==> src/rtl/srf_pkg.sv <==
// Shared types for the self-refresh controller.
package srf_pkg;
    typedef enum logic [2:0] {
        ST_OFF    = 3'd0,
        ST_ARMED  = 3'd1,
        ST_ENTER  = 3'd2,
        ST_SLEEP  = 3'd3,
        ST_SINGLE = 3'd4,
        ST_LEAVE  = 3'd5
    } srf_state_e;

    localparam int IDLE_FLOOR = 6;
endpackage

==> src/rtl/srf_frame_cnt.sv <==
// Frame counter: counts tick strobes until limit is reached.
// Assumes limit >= 1. hit is combinational and high on the tick that
// completes limit consecutive counts. clr wins over tick.
module srf_frame_cnt #(
    parameter int W = 5
) (
    input  logic         clk,
    input  logic         rst_n,
    input  logic         clr,
    input  logic         tick,
    input  logic [W-1:0] limit,
    output logic         hit
);
    logic [W-1:0] cnt;

    // Count ticks, restart on clear.
    always_ff @(posedge clk) begin
        if (!rst_n || clr) cnt <= '0;
        else if (tick)     cnt <= cnt + 1'b1;
    end

    // Completion when this tick is the limit-th one.
    assign hit = tick && !clr && (cnt == limit - 1'b1);

    a_r4_clear_restarts: assert property (@(posedge clk) disable iff (!rst_n)
        clr |=> (cnt == '0));
endmodule

==> src/rtl/srf_fsm.sv <==
// Self-refresh state machine. Owns the six-state sequence, the
// single-frame-update bit, deferred disable and the wake-up pulse.
// Assumes idle_hit and sleep_hit come from frame counters that are
// held clear outside states 2 and 3 respectively.
module srf_fsm
    import srf_pkg::*;
(
    input  logic       clk,
    input  logic       rst_n,
    input  logic       enable_req,
    input  logic       disable_req,
    input  logic       activate_req,
    input  logic       exit_req,
    input  logic       sfu_req,
    input  logic       frame_tick,
    input  logic       idle_hit,
    input  logic       sleep_hit,
    input  logic       wake_ack,
    output srf_state_e state,
    output logic       sfu_pending,
    output logic       wake_pulse
);
    srf_state_e state_n;
    logic       dis_pend;
    logic       busy;
    logic       dis_go;

    assign busy   = (state == ST_ENTER) || (state == ST_LEAVE);
    assign dis_go = (disable_req || dis_pend) && !busy && (state != ST_OFF);

    // Next-state selection; disable takes priority where allowed.
    always_comb begin
        state_n = state;
        unique case (state)
            ST_OFF:    if (enable_req) state_n = ST_ARMED;
            ST_ARMED:  if (dis_go) state_n = ST_OFF;
                       else if (activate_req) state_n = ST_ENTER;
            ST_ENTER:  if (idle_hit) state_n = ST_SLEEP;
            ST_SLEEP:  if (dis_go) state_n = ST_OFF;
                       else if (exit_req || sleep_hit) state_n = ST_LEAVE;
                       else if (sfu_pending && frame_tick) state_n = ST_SINGLE;
            ST_SINGLE: if (dis_go) state_n = ST_OFF;
                       else if (exit_req) state_n = ST_LEAVE;
                       else if (frame_tick) state_n = ST_SLEEP;
            ST_LEAVE:  if (wake_ack) state_n = ST_ARMED;
            default:   state_n = ST_OFF;
        endcase
    end

    // State register and wake pulse on entry to the leaving state.
    always_ff @(posedge clk) begin
        if (!rst_n) begin
            state      <= ST_OFF;
            wake_pulse <= 1'b0;
        end else begin
            state      <= state_n;
            wake_pulse <= (state_n == ST_LEAVE) && (state != ST_LEAVE);
        end
    end

    // Remember a disable that arrived during a transition.
    always_ff @(posedge clk) begin
        if (!rst_n || state == ST_OFF || dis_go) dis_pend <= 1'b0;
        else if (disable_req)                    dis_pend <= 1'b1;
    end

    // Single-frame-update bit: set by request, clears on entry to sleep.
    always_ff @(posedge clk) begin
        if (!rst_n || state_n == ST_OFF)                 sfu_pending <= 1'b0;
        else if (sfu_req && state != ST_OFF)             sfu_pending <= 1'b1;
        else if (state_n == ST_SLEEP && state != ST_SLEEP) sfu_pending <= 1'b0;
    end

    a_r2_enable_arms: assert property (@(posedge clk) disable iff (!rst_n)
        (state == ST_OFF && enable_req) |=> (state == ST_ARMED));
    a_r2_off_only_to_armed: assert property (@(posedge clk) disable iff (!rst_n)
        (state == ST_OFF) |=> (state == ST_OFF || state == ST_ARMED));
    a_r5_exit_skips_single: assert property (@(posedge clk) disable iff (!rst_n)
        (state == ST_SLEEP && exit_req && !disable_req && !dis_pend)
        |=> (state == ST_LEAVE && wake_pulse));
    a_r5_wake_one_cycle: assert property (@(posedge clk) disable iff (!rst_n)
        wake_pulse |=> !wake_pulse);
    a_r6_hold_leave: assert property (@(posedge clk) disable iff (!rst_n)
        (state == ST_LEAVE && !wake_ack) |=> (state == ST_LEAVE));
    a_r9_no_off_from_transition: assert property (@(posedge clk) disable iff (!rst_n)
        busy |=> (state != ST_OFF));
    a_r7_sfu_clears_on_sleep: assert property (@(posedge clk) disable iff (!rst_n)
        $fell(sfu_pending) |-> (state == ST_SLEEP || state == ST_OFF));
endmodule

==> src/rtl/selfrefresh_ctrl.sv <==
// Panel self-refresh controller top. Floors the programmed idle count,
// runs the idle-frame and sleep-bound counters and the state machine.
// Assumes frame_tick is a one-cycle strobe and IDLE_W >= 3.
module selfrefresh_ctrl
    import srf_pkg::*;
#(
    parameter int          IDLE_W       = 4,
    parameter int          SLEEP_W      = 5,
    parameter logic [4:0]  SLEEP_FRAMES = 5'h1F
) (
    input  logic              clk,
    input  logic              rst_n,
    input  logic              enable_req,
    input  logic              disable_req,
    input  logic              activate_req,
    input  logic              exit_req,
    input  logic              sfu_req,
    input  logic              frame_tick,
    input  logic              frame_dirty,
    input  logic [IDLE_W-1:0] idle_cfg,
    input  logic              wake_ack,
    output logic [2:0]        state_code,
    output logic              in_transition,
    output logic              active,
    output logic              sfu_pending,
    output logic              wake_pulse
);
    localparam logic [IDLE_W-1:0]  FLOOR_V = IDLE_W'(IDLE_FLOOR);
    localparam logic [SLEEP_W-1:0] SLEEP_V = SLEEP_W'(SLEEP_FRAMES);

    srf_state_e        state;
    logic [IDLE_W-1:0] idle_thr;
    logic              idle_hit;
    logic              sleep_hit;

    // Idle threshold is never below the floor.
    assign idle_thr = (idle_cfg < FLOOR_V) ? FLOOR_V : idle_cfg;

    srf_frame_cnt #(.W(IDLE_W)) u_idle (
        .clk   (clk),
        .rst_n (rst_n),
        .clr   ((state != ST_ENTER) || frame_dirty),
        .tick  (frame_tick),
        .limit (idle_thr),
        .hit   (idle_hit)
    );

    srf_frame_cnt #(.W(SLEEP_W)) u_sleep (
        .clk   (clk),
        .rst_n (rst_n),
        .clr   (state != ST_SLEEP),
        .tick  (frame_tick),
        .limit (SLEEP_V),
        .hit   (sleep_hit)
    );

    srf_fsm u_fsm (
        .clk          (clk),
        .rst_n        (rst_n),
        .enable_req   (enable_req),
        .disable_req  (disable_req),
        .activate_req (activate_req),
        .exit_req     (exit_req),
        .sfu_req      (sfu_req),
        .frame_tick   (frame_tick),
        .idle_hit     (idle_hit),
        .sleep_hit    (sleep_hit),
        .wake_ack     (wake_ack),
        .state        (state),
        .sfu_pending  (sfu_pending),
        .wake_pulse   (wake_pulse)
    );

    assign state_code    = state;
    assign in_transition = (state == ST_ENTER) || (state == ST_LEAVE);
    assign active        = (state == ST_SLEEP) || (state == ST_SINGLE);

    a_r3_active_not_transition: assert property (@(posedge clk) disable iff (!rst_n)
        !(active && in_transition));
    a_r4_enter_needs_floor: assert property (@(posedge clk) disable iff (!rst_n)
        (state == ST_ENTER && idle_hit) |-> (idle_thr >= FLOOR_V));
    a_r8_sleep_exit_wakes: assert property (@(posedge clk) disable iff (!rst_n)
        (state == ST_SLEEP && sleep_hit && !disable_req) |=> wake_pulse);
endmodule

==> config.mk <==
export PLATFORM = sky130hd
export DESIGN_NAME = selfrefresh_ctrl
export DESIGN_NICKNAME = d
export VERILOG_FILES = /design/src/rtl/srf_pkg.sv /design/src/rtl/srf_frame_cnt.sv /design/src/rtl/srf_fsm.sv /design/src/rtl/selfrefresh_ctrl.sv
export SDC_FILE = /design/constraint.sdc
export NUM_CORES = 1
export LEC_CHECK = 0
export BUFFER_PORTS_ARGS = -buffer_cell sky130_fd_sc_hd__buf_2
export CORE_AREA = 2 2 60 62
export CTS_CLUSTER_DIAMETER = 200
export CTS_CLUSTER_SIZE = 28
export DETAILED_ROUTE_END_ITERATION = 8
export DIE_AREA = 0 0 62 64
export PLACE_DENSITY = 0.51
export SYNTH_ARGS = -nofsm -noshare
export SYNTH_HDL_FRONTEND = slang
export SYNTH_SLANG_ARGS = --single-unit
==> constraint.sdc <==
create_clock -name clk -period 2.95 [get_ports clk]
set_input_delay 0.1475 -clock clk [delete_from_list [all_inputs] [get_ports clk]]
set_output_delay 0.1475 -clock clk [all_outputs]
set_load 0.01 [all_outputs]
==> flow_summary.ini, run 1 <==
[outcome]
status = complete, no violations

[route]
route.detailed.drc = 0
vias = 878
routedWlPerCell_um = 11.74
viasPerCell = 4.772
wl_mm = 2.161
drt_iter0_markers = 36
drtAntennaViolNets = 0
dr.pass1.iters = 4

[layout]
seq_area_um2 = 300.3
num-nets-final = 157
multi_input_area_um2 = 634.4
fill_cells = 354
post-route-util = 0.3440
antenna_cells = 0
area_growth_pct = 17.27
final_common_cell = buf_2
final_cell_mix = buf_2, dfxtp_1, nor2_1, nand2_1
drive_gt1_frac = 0.1957

[power]
swShare = 0.2621
ir_worst_vdd_v = 0.0002407
combPwrFrac = 0.157
p_clk_frac = 0.296
p_leak_nw = 0.4467
seqPwrFrac = 0.546
p_switching_mw = 0.1022
internal_power_mw = 0.2879
pwr_density_cell_nw_per_um2 = 345.3
fin_total_pwr_mw = 0.3901

[synth]
postSynthNetCount = 136
yosysWarningCount = 0
synth-seq-cells = 15
seq_area_frac_synth = 0.3117
synth.area.top_cells = dfxtp_1, nor2_1, xnor2_1, xor2_1, ha_1
synth_area_per_cell_um2 = 8.165
synth_edf_count = 0
synth_top_area_cell = dfxtp_1
yosysUniqueCellTypes = 40
yosys.area.top_type_share = 0.3117
synthCells = 118
synthArstFlopShare = 0
synth_flop_cell = dfxtp_1
synth_area_um2 = 963.4

[setup_path]
path_cells = nor4b_2, o2111ai_1, or4_1, and2_4, and4bb_1
reg2reg_from = u_fsm.state[1]
cpPeakStageDelay_ps = 600
cp_max_fo = 15
setup.worst_path.end = u_fsm.wake_pulse
rr_endpoint = u_fsm.wake_pulse
r2r_cells = 5
path_depth = 5
critPathCaptureType = register
cpMaxStageDelayCell = dfxtp_1
rrSetupSlack_ps = 770
start_kind = register
required_ps = 3180
critPathTopFamily = simple AND/OR/NAND/NOR gates
arrival_ps = 2410
critical_path_class = reg -> reg
crit_path_start = u_fsm.state[1]
timing.critical_path.buf_inv = 0

[job]
cap_viol_max_count = 0

[sta]
max_freq_mhz = 458.6
fin_setup_tns_ps = 0
hold_viol = 0
maxSlewViolCount = 0
setup_violations = 0
timing.final.ws_setup_ps = 769.6
finalCritPeriodShare = 0.7391
worst_pin_slew_ps = 611.5
rsz0062_at_grt = no
slew_headroom = 0.5918
post-route-min-period_ps = 2180
holdWs_ps = 165.3
skew_ps = 5.420

[clock_network]
clk_path_buf_depth = 2
cts_root_buf = clkbuf_4
ctsResizeCount = 0
clock-sinks = 15
postCtsSetupRepairBufs = 0
tritoncts = done
cts_max_level = 1
path_clk_slew_ps = 90
clkLatencyLatePin_ps = 280
ctsHoldBuffers = 0
cts_buffers = 3

[grt]
grt_max_degree = 20
overflow = 0
grt.total_usage = 0.1202
grt_pass1_vias = 832
grt_pass1_wl_mm = 3.636
grt_antenna_before_repair = 0

[floorplan]
die_area_um2 = 3968
rows = 21
die_w_um = 62
die_y_um = 64
start_util = 0.2933
io_pins = 21
core_area_um2 = 3284

[worst_hold_path]
hold_class = in -> reg

[placement]
dpl.hpwl_mm = 1.652
io_buffers = 20
pre_cts_slack_ps = 774.3
place_congestion = 0.7512
-- area by class of cell --
cell class	instances	share of cell area
clock buffers	4	0.02326
well taps	46	0.05094
inverters	3	0.009967
multi-input cells	96	0.5615
repair buffers	20	0.08859
flip-flops and latches	15	0.2658
-- cell families (layout without fill, tap and decap cells) --
| logic type | after synthesis | after routing | share of synthesized area |
|---|---|---|---|
| flip-flops | 15 | 15 | 0.3117 |
| buffers and inverters | 7 | 27 | 0.02987 |
| multiplexers | 1 | 1 | 0.01039 |
| XOR/XNOR | 12 | 12 | 0.1091 |
| adder cells (fa/ha/maj) | 4 | 4 | 0.05195 |
| AO/OA/AOI/OAI | 23 | 23 | 0.1637 |
| AND/OR/NAND/NOR | 56 | 56 | 0.3234 |
-- Yosys cell counts, types with 2 or more instances --
library cell,number
and3b_1,2
xnor2_1,6
ha_1,4
nand4_1,4
nand2b_1,5
a211oi_1,3
clkbuf_1,2
nor2_1,14
nor2b_1,4
nor3_1,2
xor2_1,6
buf_2,2
and2_1,2
dfxtp_1,15
inv_1,3
o21ai_0,6
nand2_1,13
a21oi_1,3
-- registers in the layout (all words and copies together), names as in the netlist --
name and count:
u_sleep.cnt 5, u_fsm.sfu_pending 1, u_fsm.wake_pulse 1, u_fsm.dis_pend 1
u_fsm.state 3, u_idle.cnt 4
-- power groups by stage --
stage | Combinational, mW | Sequential (mW) | Clock (mW)
after global placement | 0.0606 | 0.218 | 0
after global routing | 0.0682 | 0.214 | 0.131
after detailed placement | 0.0612 | 0.218 | 0
final | 0.0613 | 0.213 | 0.116
after CTS | 0.0617 | 0.213 | 0.122
after floorplan | 0.0423 | 0.214 | 0
-- how the worst min path moves through the flow --
stage                      from        endpoint  slack, ps  cells after the start
after floorplan           rst_n  u_fsm.state[1]        270                      1
after global placement    rst_n  u_fsm.state[1]        450                      2
after detailed placement  rst_n  u_fsm.state[1]        450                      2
after CTS                 rst_n  u_fsm.state[1]        160                      2
after global routing      rst_n  u_fsm.state[0]        170                      2
final                     rst_n  u_fsm.state[1]        170                      2
-- per-stage QoR --
stage                     instance area (um^2)  instances
after global routing                      1130        184
after floorplan                          963.4        118
final                                     1130        184
after CTS                                 1130        184
after detailed placement                  1104        180
after global placement                    1104        180
-- worst reg2reg max path, stage by stage, from the launching register on --
cell and delay (ps):
dfxtp_1 600, nor4b_2 370, o2111ai_1 150, or4_1 580, and2_4 180, and4bb_1 240
-- per-layer routing --
metal,global-route usage,share of wire,vias to the layer above
li1,-,-,457
met1,0.1430,0.43,398
met2,0.1953,0.49,19
met3,0.05061,0.069,4
met4,0.02926,0.013,0
met5,0,0,-
(Power assumes the default switching activity.)
==> run 2, diff against run 1 <==
--- a/config.mk
+++ b/config.mk
@@ -11,7 +11,7 @@
 export CTS_CLUSTER_SIZE = 28
 export DETAILED_ROUTE_END_ITERATION = 8
 export DIE_AREA = 0 0 62 64
-export PLACE_DENSITY = 0.51
+export PLACE_DENSITY = 0.53
 export SYNTH_ARGS = -nofsm -noshare
 export SYNTH_HDL_FRONTEND = slang
 export SYNTH_SLANG_ARGS = --single-unit
==> constraint.sdc (replaced) <==
create_clock -name clk -period 2 [get_ports clk]
set_input_delay 0.1 -clock clk [delete_from_list [all_inputs] [get_ports clk]]
set_output_delay 0.1 -clock clk [all_outputs]
set_load 0.01 [all_outputs]
==> run 2 against run 1 <==
Compared with the run above:
- die area stayed put
- clock power is 51% higher
- core utilization rose by 2.5 points
- clock-buffer cell count down 1
- via count up 5.1%
- final cell count grew 4.9%
- clock skew up 7.7 ps
- critical endpoint unchanged
- largest cell class unchanged
==> flow_summary.ini, run 2 (synthesis results as in run 1) <==
[outcome]
status = complete, no violations

[layout]
post_layout_nonfiller_instances = 193
drive_gt1_frac = 0.2653
final_common_cell = buf_2
num-nets-final = 166
top_regs = u_sleep.cnt: 5 flops, u_idle.cnt: 4 flops, u_fsm.state: 3 flops
multi_input_area_um2 = 646.9
top_register = u_sleep.cnt
seq_area_um2 = 301.5
area_growth_pct = 25.84
post-route-util = 0.3691
antenna_cells = 0
final_cell_mix = buf_2, nor2_1, dfxtp_1, nand2_1, buf_4
largest_reg_flops = 5
fill_cells = 356

[route]
vias = 923
wl_met3_um = 138
route.detailed.drc = 0
wl_met1_um = 963
drt_iter0_markers = 88
met2_length_um = 982
drtAntennaViolNets = 0
viasPerCell = 4.782
wl_mm = 2.113
dr.pass1.iters = 4
routedWlPerCell_um = 10.95
dr.max_layer_used = met4

[placement]
dpl.hpwl_mm = 1.675
place_congestion = 0.8019
dp.cells = 189
pre_cts_slack_ps = 13.39
io_buffers = 20

[floorplan]
start_util = 0.2933
rows = 21
die_w_um = 62
die_y_um = 64
core_area_um2 = 3284
die_area_um2 = 3968
io_pins = 21

[setup_path]
arrival_ps = 2080
cp_max_fo = 3
cpMaxStageDelayCell = or3b_2
critPathCaptureType = register
r2r_cells = 8
start_kind = register
cpPeakStageDelay_ps = 450
required_ps = 2200
path_cells = inv_1, ha_1, nand4_1, or3b_2, o2bb2ai_1, a21oi_2, and2_4, and4bb_1
critical_path_class = reg -> reg

[clock_network]
cts_buffers = 3
clk_path_buf_depth = 2
cts_root_buf = clkbuf_4
tritoncts = done
clkLatencyLatePin_ps = 290
clock-sinks = 15
path_clk_slew_ps = 100
cts_max_level = 1

[job]
cap_viol_max_count = 0

[power]
p_clk_frac = 0.296
swShare = 0.2729
seqPwrFrac = 0.517
p_switching_mw = 0.1618
pwr_density_cell_nw_per_um2 = 488.9
p_leak_nw = 0.4968
combPwrFrac = 0.187
internal_power_mw = 0.4309
ir_worst_vdd_v = 0.0002808

[sta]
rsz0062_at_grt = no
hold_viol = 0
skew_ps = 13.16
worst_pin_slew_ps = 357.8
finalCritPeriodShare = 0.9425
max_freq_mhz = 530.5
timing.final.ws_setup_ps = 115.1
setup_violations = 0
post-route-min-period_ps = 1885
fin_setup_tns_ps = 0
slew_headroom = 0.7610
maxSlewViolCount = 0

[grt]
grt_pass1_wl_mm = 3.422
grt_antenna_before_repair = 0
overflow = 0
grt_pass1_vias = 813
grt_max_degree = 16
grt.total_usage = 0.1160

[worst_hold_path]
hold_path_depth = 2
hold_class = in -> reg
run 2: path summary, 6_finish.rpt:
kind	start	endpoint	slack [ps]
worst max-delay path	u_sleep.cnt[0]	u_fsm.wake_pulse	120
worst max register to register	u_sleep.cnt[0]	u_fsm.wake_pulse	120
worst min-delay path	rst_n	u_fsm.state[1]	100
worst min register to register	u_sleep.cnt[1]	u_sleep.cnt[1]	520
run 2: worst max-delay path: cells and delay by family, from the launching register on:
kind	cells	cell delay, ps
and+or+nand+nor	4	940
buffers and inverters	1	40
DFF	1	330
adders and majority gates	1	190
AOI/OAI and AO/OA	2	300
run 2: final cells by class:
class                           count  share of cell area
Clock inverter                      1            0.004128
Multi-Input combinational cell     96              0.5335
Inverter                            3            0.009288
Clock buffer                        3             0.01858
Tap cell                           46             0.04747
Sequential cell                    15              0.2487
Timing Repair Buffer               29              0.1383
run 2: power by group through the flow:
stage               registers [mW]  logic (mW)  clock network, mW
finish                       0.307       0.111              0.175
global route                 0.307       0.122              0.206
CTS                          0.306       0.109              0.188
detailed placement           0.313       0.109                  0
global placement             0.313       0.108                  0
floorplan                    0.316      0.0624                  0
run 2: repair_timing:
action / in CTS / in global routing
hold buffers: 0 / 0
endpoints found under the setup margin: 0 / 2
gates resized for setup: 0 / 3
buffers inserted: 0 / 0
run 2: stage by stage:
stage	hold WS (ps)	total power [mW]	cell area [um^2]
2_1_floorplan	221.7	0.3779	963.4
3_3_place_gp	413.3	0.4212	1171
3_5_place_dp	421.0	0.4218	1171
4_1_cts	94.87	0.6034	1199
5_1_grt	87.37	0.6354	1212
6_report	103.7	0.5927	1212
run 2: layer usage:
metal  GRT usage  up-vias
li1            -      475
met1      0.1349      422
met2      0.1940       22
met3     0.04251        4
met4     0.03191        0
met5           0        -
